==> src/rtl/clkgen_pkg.sv <==
// Package: shared defaults and the phase strobe type for the clock generator.
// Assumes: consumers use the strobes in the same reference cycle they are driven.
package clkgen_pkg;

    localparam int DEF_DIV_RATIO   = 3;
    localparam int DEF_HIGH_PHASES = 1;
    localparam int DEF_SYNC_STAGES = 2;

    // Strobes that announce what the processor clock does at the coming edge.
    typedef struct packed {
        logic rise;
        logic fall;
    } phase_strb_t;

endpackage

==> src/rtl/clkgen_phase.sv <==
// Module: clkgen_phase
// Counts reference cycles modulo DIV_RATIO and drives the registered processor
// clock, high for HIGH_PHASES cycles per period. It also emits strobes that
// say whether the processor clock rises or falls at the coming edge.
// Assumes: 1 <= HIGH_PHASES < DIV_RATIO, DIV_RATIO >= 2.
module clkgen_phase
    import clkgen_pkg::*;
#(
    parameter int DIV_RATIO   = DEF_DIV_RATIO,
    parameter int HIGH_PHASES = DEF_HIGH_PHASES
) (
    input  logic        ref_clk,
    input  logic        rst_n,
    output logic        cpu_clk,
    output phase_strb_t strb
);
    localparam int PW = (DIV_RATIO > 2) ? $clog2(DIV_RATIO) : 1;
    localparam logic [PW-1:0] LAST = PW'(DIV_RATIO - 1);
    localparam logic [PW-1:0] HIGH = PW'(HIGH_PHASES);

    logic [PW-1:0] ph_q;
    logic [PW-1:0] ph_nxt;

    // Next phase and the strobes derived from it.
    always_comb begin
        ph_nxt    = (ph_q == LAST) ? '0 : ph_q + 1'b1;
        strb.rise = (ph_nxt == '0);
        strb.fall = (ph_nxt == HIGH);
    end

    // Phase counter and registered processor clock; reset parks just before phase 0.
    always_ff @(posedge ref_clk) begin
        if (!rst_n) begin
            ph_q    <= LAST;
            cpu_clk <= 1'b0;
        end else begin
            ph_q    <= ph_nxt;
            cpu_clk <= (ph_nxt < HIGH);
        end
    end

endmodule

==> src/rtl/clkgen_sync.sv <==
// Module: clkgen_sync
// Multi-stage synchronizer for one asynchronous level into the reference domain.
// Assumes: STAGES >= 1; the input is a level held for at least one reference cycle.
module clkgen_sync #(
    parameter int STAGES = 2
) (
    input  logic ref_clk,
    input  logic rst_n,
    input  logic din,
    output logic dout
);
    generate
        if (STAGES == 1) begin : g_single
            logic s_q;
            // Single capture flop.
            always_ff @(posedge ref_clk) begin
                if (!rst_n) s_q <= 1'b0;
                else        s_q <= din;
            end
            assign dout = s_q;
        end else begin : g_chain
            logic [STAGES-1:0] s_q;
            // Shift the input through the chain of flops.
            always_ff @(posedge ref_clk) begin
                if (!rst_n) s_q <= '0;
                else        s_q <= {s_q[STAGES-2:0], din};
            end
            assign dout = s_q[STAGES-1];
        end
    endgenerate

endmodule

==> src/rtl/clkgen_toggle.sv <==
// Module: clkgen_toggle
// Peripheral clock: inverts on every edge where the processor clock rises,
// which gives half the processor rate at an even duty cycle.
// Assumes: strb comes from clkgen_phase in the same domain.
module clkgen_toggle
    import clkgen_pkg::*;
(
    input  logic        ref_clk,
    input  logic        rst_n,
    input  phase_strb_t strb,
    output logic        per_clk
);
    // Toggle on processor rising edges only.
    always_ff @(posedge ref_clk) begin
        if (!rst_n)         per_clk <= 1'b0;
        else if (strb.rise) per_clk <= ~per_clk;
    end

endmodule

==> src/rtl/clkgen_ctrl.sv <==
// Module: clkgen_ctrl
// Conditions the control lines. The two ready requests are ORed, synchronized,
// and passed on only at a processor falling edge. The reset request is
// synchronized; the output asserts as soon as the request is seen and
// releases only at a processor rising edge.
// Assumes: request inputs are asynchronous levels.
module clkgen_ctrl
    import clkgen_pkg::*;
#(
    parameter int SYNC_STAGES = DEF_SYNC_STAGES
) (
    input  logic        ref_clk,
    input  logic        rst_n,
    input  logic        rdy_req_a,
    input  logic        rdy_req_b,
    input  logic        rst_req,
    input  phase_strb_t strb,
    output logic        cpu_ready,
    output logic        cpu_reset
);
    logic rdy_any;
    logic rdy_s;
    logic rst_s;

    assign rdy_any = rdy_req_a | rdy_req_b;

    clkgen_sync #(.STAGES(SYNC_STAGES)) u_rdy_sync (
        .ref_clk (ref_clk),
        .rst_n   (rst_n),
        .din     (rdy_any),
        .dout    (rdy_s)
    );

    clkgen_sync #(.STAGES(SYNC_STAGES)) u_rst_sync (
        .ref_clk (ref_clk),
        .rst_n   (rst_n),
        .din     (rst_req),
        .dout    (rst_s)
    );

    // Ready is updated only where the processor clock falls.
    always_ff @(posedge ref_clk) begin
        if (!rst_n)         cpu_ready <= 1'b0;
        else if (strb.fall) cpu_ready <= rdy_s;
    end

    // Reset asserts at once and releases on a processor rising edge.
    always_ff @(posedge ref_clk) begin
        if (!rst_n)         cpu_reset <= 1'b1;
        else if (rst_s)     cpu_reset <= 1'b1;
        else if (strb.rise) cpu_reset <= 1'b0;
    end

endmodule

==> src/rtl/clkgen_top.sv <==
// Module: clkgen_top
// Top of the reference-clock divider: processor clock, peripheral clock,
// and the conditioned ready and reset outputs.
// Assumes: a single free-running reference clock; rst_n synchronous.
module clkgen_top
    import clkgen_pkg::*;
#(
    parameter int DIV_RATIO   = DEF_DIV_RATIO,
    parameter int HIGH_PHASES = DEF_HIGH_PHASES,
    parameter int SYNC_STAGES = DEF_SYNC_STAGES
) (
    input  logic ref_clk,
    input  logic rst_n,
    input  logic rdy_req_a,
    input  logic rdy_req_b,
    input  logic rst_req,
    output logic cpu_clk,
    output logic per_clk,
    output logic cpu_ready,
    output logic cpu_reset
);
    phase_strb_t strb;

    clkgen_phase #(.DIV_RATIO(DIV_RATIO), .HIGH_PHASES(HIGH_PHASES)) u_phase (
        .ref_clk (ref_clk),
        .rst_n   (rst_n),
        .cpu_clk (cpu_clk),
        .strb    (strb)
    );

    clkgen_toggle u_toggle (
        .ref_clk (ref_clk),
        .rst_n   (rst_n),
        .strb    (strb),
        .per_clk (per_clk)
    );

    clkgen_ctrl #(.SYNC_STAGES(SYNC_STAGES)) u_ctrl (
        .ref_clk   (ref_clk),
        .rst_n     (rst_n),
        .rdy_req_a (rdy_req_a),
        .rdy_req_b (rdy_req_b),
        .rst_req   (rst_req),
        .strb      (strb),
        .cpu_ready (cpu_ready),
        .cpu_reset (cpu_reset)
    );

endmodule

==> config.mk <==
export PLATFORM = sky130hd
export DESIGN_NAME = clkgen_top
export DESIGN_NICKNAME = d
export VERILOG_FILES = /design/src/rtl/clkgen_pkg.sv /design/src/rtl/clkgen_phase.sv /design/src/rtl/clkgen_sync.sv /design/src/rtl/clkgen_toggle.sv /design/src/rtl/clkgen_ctrl.sv /design/src/rtl/clkgen_top.sv
export SDC_FILE = /design/constraint.sdc
export NUM_CORES = 1
export LEC_CHECK = 0
export ABC_AREA = 1
export ABC_CLOCK_PERIOD_IN_PS = 800
export BUFFER_PORTS_ARGS = -buffer_cell sky130_fd_sc_hd__clkbuf_2
export CAP_MARGIN = 40
export CORE_AREA = 5 5 42 44
export CTS_CLUSTER_DIAMETER = 200
export CTS_CLUSTER_SIZE = 28
export DETAILED_ROUTE_END_ITERATION = 6
export DIE_AREA = 0 0 47 49
export SLEW_MARGIN = 40
export SYNTH_ARGS = -nofsm -noshare
export SYNTH_HDL_FRONTEND = slang
export SYNTH_SLANG_ARGS = --single-unit
==> constraint.sdc <==
create_clock -name ref_clk -period 0.8 [get_ports ref_clk]
set_input_delay 0.16 -clock ref_clk [delete_from_list [all_inputs] [get_ports ref_clk]]
set_output_delay 0.16 -clock ref_clk [all_outputs]
set_load 0.02 [all_outputs]
* Yosys cells after proc, flatten, opt, wreduce, memory -nomap -nowiden
Index checks and enable logic that the tools add are counted.
Storage, ports and cells: bits in writable memories 0, memories 0, memory bits (read-only) 0, word-level logic and storage cells 17, bits of input ports 5, latch bits 0, bits in registers 10
Operators by class: $lt $le $gt $ge 1, divide/modulo/power cells 0, add/subtract/negate cells 1, multiply operators 0, multiplexer cells 1, equal/unequal tests 2, reductions and logical operators 2, shift operators 0, bitwise gates (word level) 3
Operators with widths (number):
- 2-bit by 1-bit adder with 2-bit output (second input constant) | 1
- 2-bit by 1-bit equality test with 1-bit output (second input constant) | 1
- 2-bit equality test (second input constant) | 1
- 2-bit zero test | 1
- 2-bit by 1-bit < comparator with 1-bit output (second input constant) | 1
- 2-bit two-way mux | 1
- 1-bit NOT | 2
- 2-bit OR reduction | 1
- 1-bit bitwise OR | 1

* Longest topological paths before layout
Gate-level depths: netlist of the first run.
word-level depth 3, gate-level depth with buffers 4, depth with buffers taken out 4

* Hierarchy
A second synthesis of the first run with hierarchy kept.
Second synthesis, totals: cell total of the unflattened synthesis 43, area total of the unflattened synthesis 341.6 µm²
Modules (own cells, without submodules):
- clkgen_phase | sequential area each 60.1 µm², cells an instance 15, area an instance 113.9 µm², times used 1
- clkgen_sync | sequential area each 40.0 µm², cells an instance 6, area an instance 55.1 µm², times used 2
- clkgen_ctrl | sequential area each 40.0 µm², cells an instance 11, area an instance 82.6 µm², times used 1
- clkgen_toggle | sequential area each 20.0 µm², cells an instance 5, area an instance 35.0 µm², times used 1

* Least setup slack after synthesis of the first run
No wires, ideal clock.
path type flip-flop to flip-flop, start point reg u_toggle.per_clk, end point reg u_toggle.per_clk, path buffers 0, data arrival time 0.613 ns, cell stages (with the launch flop) 3, setup time 0.115 ns, setup slack 0.072 ns, cell sequence dfxtp_1 -> xnor2_1 -> nor2_1
On the way: longest elaborated chain between the ends 1
RTL lines:
- start: declaration | RTL line clkgen_toggle.sv:11 | output logic per_clk
- start signal: assignment | RTL line clkgen_toggle.sv:16 | else if (strb.rise) per_clk <= ~per_clk;
- 1-bit NOT | RTL line clkgen_toggle.sv:16
No other way between the ends. A chain may end at the register's enable or synchronous reset.

* Worst setup path in the final report of the first run
start point reg u_toggle.per_clk, end point out per_clk
RTL lines:
- end: declaration | RTL line clkgen_top.sv:18 | output logic per_clk,
No word-level cell between the ends.

==> reports/metrics.cfg, run 1 <==
[route]
postRouteAntennaNets=0
dr_total_vias=243
finalWirelength_um=486
drc=0
drt_iter0_markers=4
dr.pass1.iters=3
viasPerCell=3.74
routedWlPerCell_um=7.48

[clock_network]
ctsLongestPathBuffers=2
clk_pin_slew_worst_paths_ns=0.06
cts_buffers=3
clk_latency_ns=0.26
postCtsHoldBufs=0
cts_root_buf=clkbuf_4
cts.htree.levels=1
cts_sinks=10
cts_tree=done

[outcome]
failed_checks=negative setup slack
status=complete, but fails checks

[hold_path]
holdPathStages=3
worstHoldEndpoint=u_ctrl.u_rst_sync.g_chain.s_q[0]
min-delay-start=rst_req
hp-class=primary input to register

[critical_path]
crit_arrival_ns=0.73
r2r_end=u_toggle.per_clk
rr_worst_depth=3
required_ns=0.64
path_max_fanout=2
r2r_start=u_toggle.per_clk
critPathBufInv=1
cpPeakStageDelay_ns=0.35
crit_type=register to output port
r2r_slack_ns=0.03
endpoint_kind=output port
cp_slowest_cell=dfxtp_2
critPathLaunchType=register
cp_cell_sequence=buf_8
path_delay_family=flip-flops

[placed_design]
place_inst=60
dp_hpwl_um=344
gp_congestion=0.683
port_buffers=8
dp_slack_ns=0.0637
placedInstanceArea_um2=364

[finish]
stdcell_count=65
syn2layout_area_growth_pct=55.1
drive_above_1_share_pct=42.9
n_fill_cell=147
finalNetCount=55
layout_commonest_cell=nand2_1
diodes=0
design_area_um2=472
final_cell_mix=nand2_1, inv_1, nor2_1

[timing]
maxSlewHeadroom_pct=89.1
maxSlewViolCount=0
rsz0062_at_grt=yes
worstMarginPinSlew_ns=0.163
finalSetupViolCount=4
hold_viol=0
finalCritPeriodShare_pct=111
min_period_ns=0.886
fmax_mhz=1130
skew_ns=0.00227
setup_ws_ns=-0.0860

[floorplan]
io_pins=9
die_height_um=49
dieArea_um2=2300
core_area_um2=1400
die_w_um=47
start_util_pct=21.7
fp-row-count=14

[synth]
yosysSeqAreaShare_pct=65.8
avgSynthCellArea_um2=8.45
synth_area_um2=304
synthesis.nets=41
yosys_register_bits=10
synthDistinctLibCells=7
synth_warnings=0
synthCells=36

[power_and_ir_drop]
pwr-share-clk_pct=38.6
p_switching_uw=264
pwr-share-seq_pct=48.6
ir_drop_mv=0.950
leakagePower_uw=0.000248
p_comb_share_pct=12.8
p_sw_share_pct=22.7
powerDensity_nw_per_um2=2470
intPower_uw=899

[grt]
overflow=0
track_usage_pct=4.95
grt_max_degree=8
grt_antenna_before_repair=0
grt_pass1_vias=207
grt_pass1_wl_um=765

[flow_run]
max_cap_violations=0

[worst max-delay path by stage]
| stage | startpoint | end | depth (start not counted) |
|---|---|---|---|
| final | u_toggle.per_clk | per_clk | 1 |
| after global routing | u_toggle.per_clk | per_clk | 1 |
| after CTS | u_toggle.per_clk | per_clk | 1 |
| after detailed placement | u_phase.ph_q[1] | u_ctrl.cpu_ready | 4 |
| after global placement | u_phase.ph_q[1] | u_ctrl.cpu_ready | 4 |
| after floorplan | u_toggle.per_clk | u_toggle.per_clk | 2 |
[repair_timing]
item,in CTS,in global routing
resized for setup,12,9
setup buffers,0,1
setup endpoints to repair,4,5
endpoints found under the hold margin,0,0
pin swaps,0,1
[cell type report]
type / count / area (µm²) / share of cell area, %
tap: 16 / 20.0 / 4.24
multi-input combinational: 19 / 92.6 / 19.6
sequential: 10 / 209 / 44.3
inverter: 7 / 26.3 / 5.57
timing repair buffer: 9 / 87.6 / 18.6
clock buffer: 4 / 36.3 / 7.69
[power groups by stage]
stage | clock (µW) | sequential [µW] | combinational (µW)
detailed placement | 0 | 563 | 98.3
floorplan | 0 | 582 | 40.2
finish | 449 | 565 | 149
global route | 500 | 571 | 165
global placement | 0 | 562 | 97.0
CTS | 459 | 558 | 124
[kinds of logic after synthesis]
| logic type | after synthesis | synth area share [%] |
|---|---|---|
| buffers and inverters | 7 | 8.64 |
| XOR/XNOR | 1 | 2.88 |
| flip-flops | 10 | 65.8 |
| AND/OR/NAND/NOR | 18 | 22.6 |
[metal layers]
metal / wire, µm / GRT usage, % / share of wire [%]
met5: 0 / 0 / 0
met4: 0 / 0 / 0
met3: 67 / 6.64 / 14
met2: 246 / 6.11 / 51
met1: 173 / 5.58 / 36
[metrics by stage]
step           total power, µW  utilization, %  TNS (ns)  hold slack [ns]
2_1_floorplan              623               -         0            0.229
3_3_place_gp               659            26.0         0            0.348
3_5_place_dp               661            26.0         0            0.352
4_1_cts                   1140            31.4    -0.400           0.0780
5_1_grt                   1240            33.7    -0.443           0.0927
6_report                  1160            33.7    -0.296           0.0802
[cells in the mapped netlist]
| cell | instances | area (µm²) |
|---|---|---|
| dfxtp_1 | 10 | 200 |
| nand2_1 | 10 | 37.5 |
| nor2_1 | 7 | 26.3 |
| inv_1 | 6 | 22.5 |
| inv_2 | 1 | 3.75 |
| nor3_1 | 1 | 5.00 |
| xnor2_1 | 1 | 8.76 |
[sequential cells by signal (all words and copies together) (netlist names)]
name	count
u_ctrl.cpu_ready	1
u_ctrl.cpu_reset	1
u_ctrl.u_rdy_sync.g_chain.s_q	2
u_ctrl.u_rst_sync.g_chain.s_q	2
u_phase.cpu_clk	1
u_phase.ph_q	2
u_toggle.per_clk	1
No activity file was read; power rests on OpenSTA's default activity.
==> inputs of run 2 (changes only) <==
--- a/config.mk
+++ b/config.mk
@@ -14,6 +14,7 @@
 export CTS_CLUSTER_SIZE = 28
 export DETAILED_ROUTE_END_ITERATION = 6
 export DIE_AREA = 0 0 47 49
+export SKIP_LAST_GASP = 1
 export SLEW_MARGIN = 40
 export SYNTH_ARGS = -nofsm -noshare
 export SYNTH_HDL_FRONTEND = slang
==> constraint.sdc (replaced) <==
create_clock -name ref_clk -period 0.8 [get_ports ref_clk]
set_input_delay 0.08 -clock ref_clk [delete_from_list [all_inputs] [get_ports ref_clk]]
set_output_delay 0.08 -clock ref_clk [all_outputs]
set_load 0.02 [all_outputs]
==> reports/metrics.cfg, run 2 (same netlist as run 1, synthesis figures left out) <==
[outcome]
status=complete, but fails checks
failed_checks=negative setup slack

[timing]
setup_ws_ns=-0.00615
maxSlewViolCount=0
maxSlewHeadroom_pct=90.0
finalSetupViolCount=2
finalCritPeriodShare_pct=101
fmax_mhz=1240
hold_viol=0
skew_ns=0.00375
rsz0062_at_grt=yes
timing.hold.ws_ns=0.0199
min_period_ns=0.806
worstMarginPinSlew_ns=0.149

[floorplan]
dieArea_um2=2300
die_height_um=49
fp-row-count=14
die_w_um=47
start_util_pct=21.7
io_pins=9
core_area_um2=1400

[power_and_ir_drop]
ir_drop_mv=0.945
p_switching_uw=263
p_comb_share_pct=12.4
pwr-share-clk_pct=39.0
pwr-share-seq_pct=48.6
intPower_uw=896
powerDensity_nw_per_um2=2480
p_sw_share_pct=22.7
leakagePower_uw=0.000245

[finish]
drive_above_1_share_pct=40.0
diodes=0
syn2layout_area_growth_pct=53.5
final_cell_mix=nand2_1, inv_1, nor2_1
layout_commonest_cell=nand2_1
finalNetCount=56
regArea_um2=206
n_fill_cell=148
multi_input_area_um2=80.1
largest_registers=u_ctrl.u_rdy_sync.g_chain.s_q x2, u_ctrl.u_rst_sync.g_chain.s_q x2, u_phase.ph_q x2

[clock_network]
cts_sinks=10
clk_latency_ns=0.26
cts_buffers=3
cts.htree.levels=1
ctsLongestPathBuffers=2
cts_tree=done
cts_root_buf=clkbuf_4
clk_pin_slew_worst_paths_ns=0.06

[critical_path]
crit_type=register to output port
crit_arrival_ns=0.73
endpoint_kind=output port
critPathLaunchType=register
cpPeakStageDelay_ns=0.35
path_delay_family=flip-flops
cp_slowest_cell=dfxtp_2
path_max_fanout=2
critPathBufInv=1
required_ns=0.72
cp_cell_sequence=buf_8

[grt]
grt_pass1_vias=217
overflow=0
grt_max_degree=8
track_usage_pct=5.17
grt_antenna_before_repair=0
grt_pass1_wl_um=807

[route]
viasPerCell=3.64
routedWlPerCell_um=7.55
postRouteAntennaNets=0
drt_iter0_markers=4
finalWirelength_um=498
dr.pass1.iters=3
drc=0
dr_total_vias=240

[placed_design]
port_buffers=8
dp_hpwl_um=344
gp_congestion=0.683
dp_slack_ns=0.0637

[hold_path]
hp-class=primary input to register

[flow_run]
max_cap_violations=0

[run 2: changes by cell type in the layout (fill, tap and decap cells not counted)]
cell / before / now
xnor2_2: 1 / 0
dfxtp_2: 4 / 5
nor2_4: 1 / 0
xnor2_1: 0 / 1
nor2_2: 0 / 1
dfxtp_4: 1 / 0
dlygate4sd3_1: 0 / 1
[run 2: metal layers]
metal / GRT usage (%) / vias up / routed length (µm)
met3: 6.64 / 0 / 61
met2: 6.33 / 10 / 246
li1: - / 129 / -
met1: 6.03 / 101 / 190
met4: 0 / 0 / 0
met5: 0 / - / 0
[run 2: final timing paths]
kind,start,end,slack [ns],cells past startpoint
max,u_toggle.per_clk,per_clk,-0.006,1
min,rdy_req_a,u_ctrl.u_rdy_sync.g_chain.s_q[0],0.02,3
max reg2reg,u_toggle.per_clk,u_toggle.per_clk,0,3
min reg2reg,u_ctrl.u_rst_sync.g_chain.s_q[1],u_ctrl.cpu_reset,0.41,2
[run 2: area by class of cell]
class	count	area share, %
Sequential cell	10	44.2
Clock buffer	4	7.77
Timing Repair Buffer	10	20.9
Inverter	7	5.63
Multi-Input combinational cell	19	17.2
Tap cell	16	4.29
[run 2: power groups by stage]
stage | clock [µW] | combinational, µW | sequential (µW)
floorplan | 0 | 40.2 | 582
global placement | 0 | 97.0 | 562
detailed placement | 0 | 98.3 | 563
CTS | 459 | 128 | 558
global route | 500 | 159 | 569
finish | 452 | 144 | 563
[run 2: metrics by stage]
stage	util, %	TNS (ns)	instance area [µm²]	power, µW	std cells
floorplan	-	0	304	623	36
global placement	26.0	0	364	659	60
finish	33.3	-0.00989	467	1160	66
global route	33.3	-0.149	467	1230	66
detailed placement	26.0	0	364	661	60
CTS	32.1	-0.0798	450	1140	65
[run 2: what timing repair did]
item / in CTS / in global routing
setup buffers: 0 / 1
gates cloned: 0 / 0
endpoints found under the hold margin: 1 / 0
endpoints found under the setup margin: 4 / 5
hold buffers: 1 / 0
resized for setup: 12 / 6
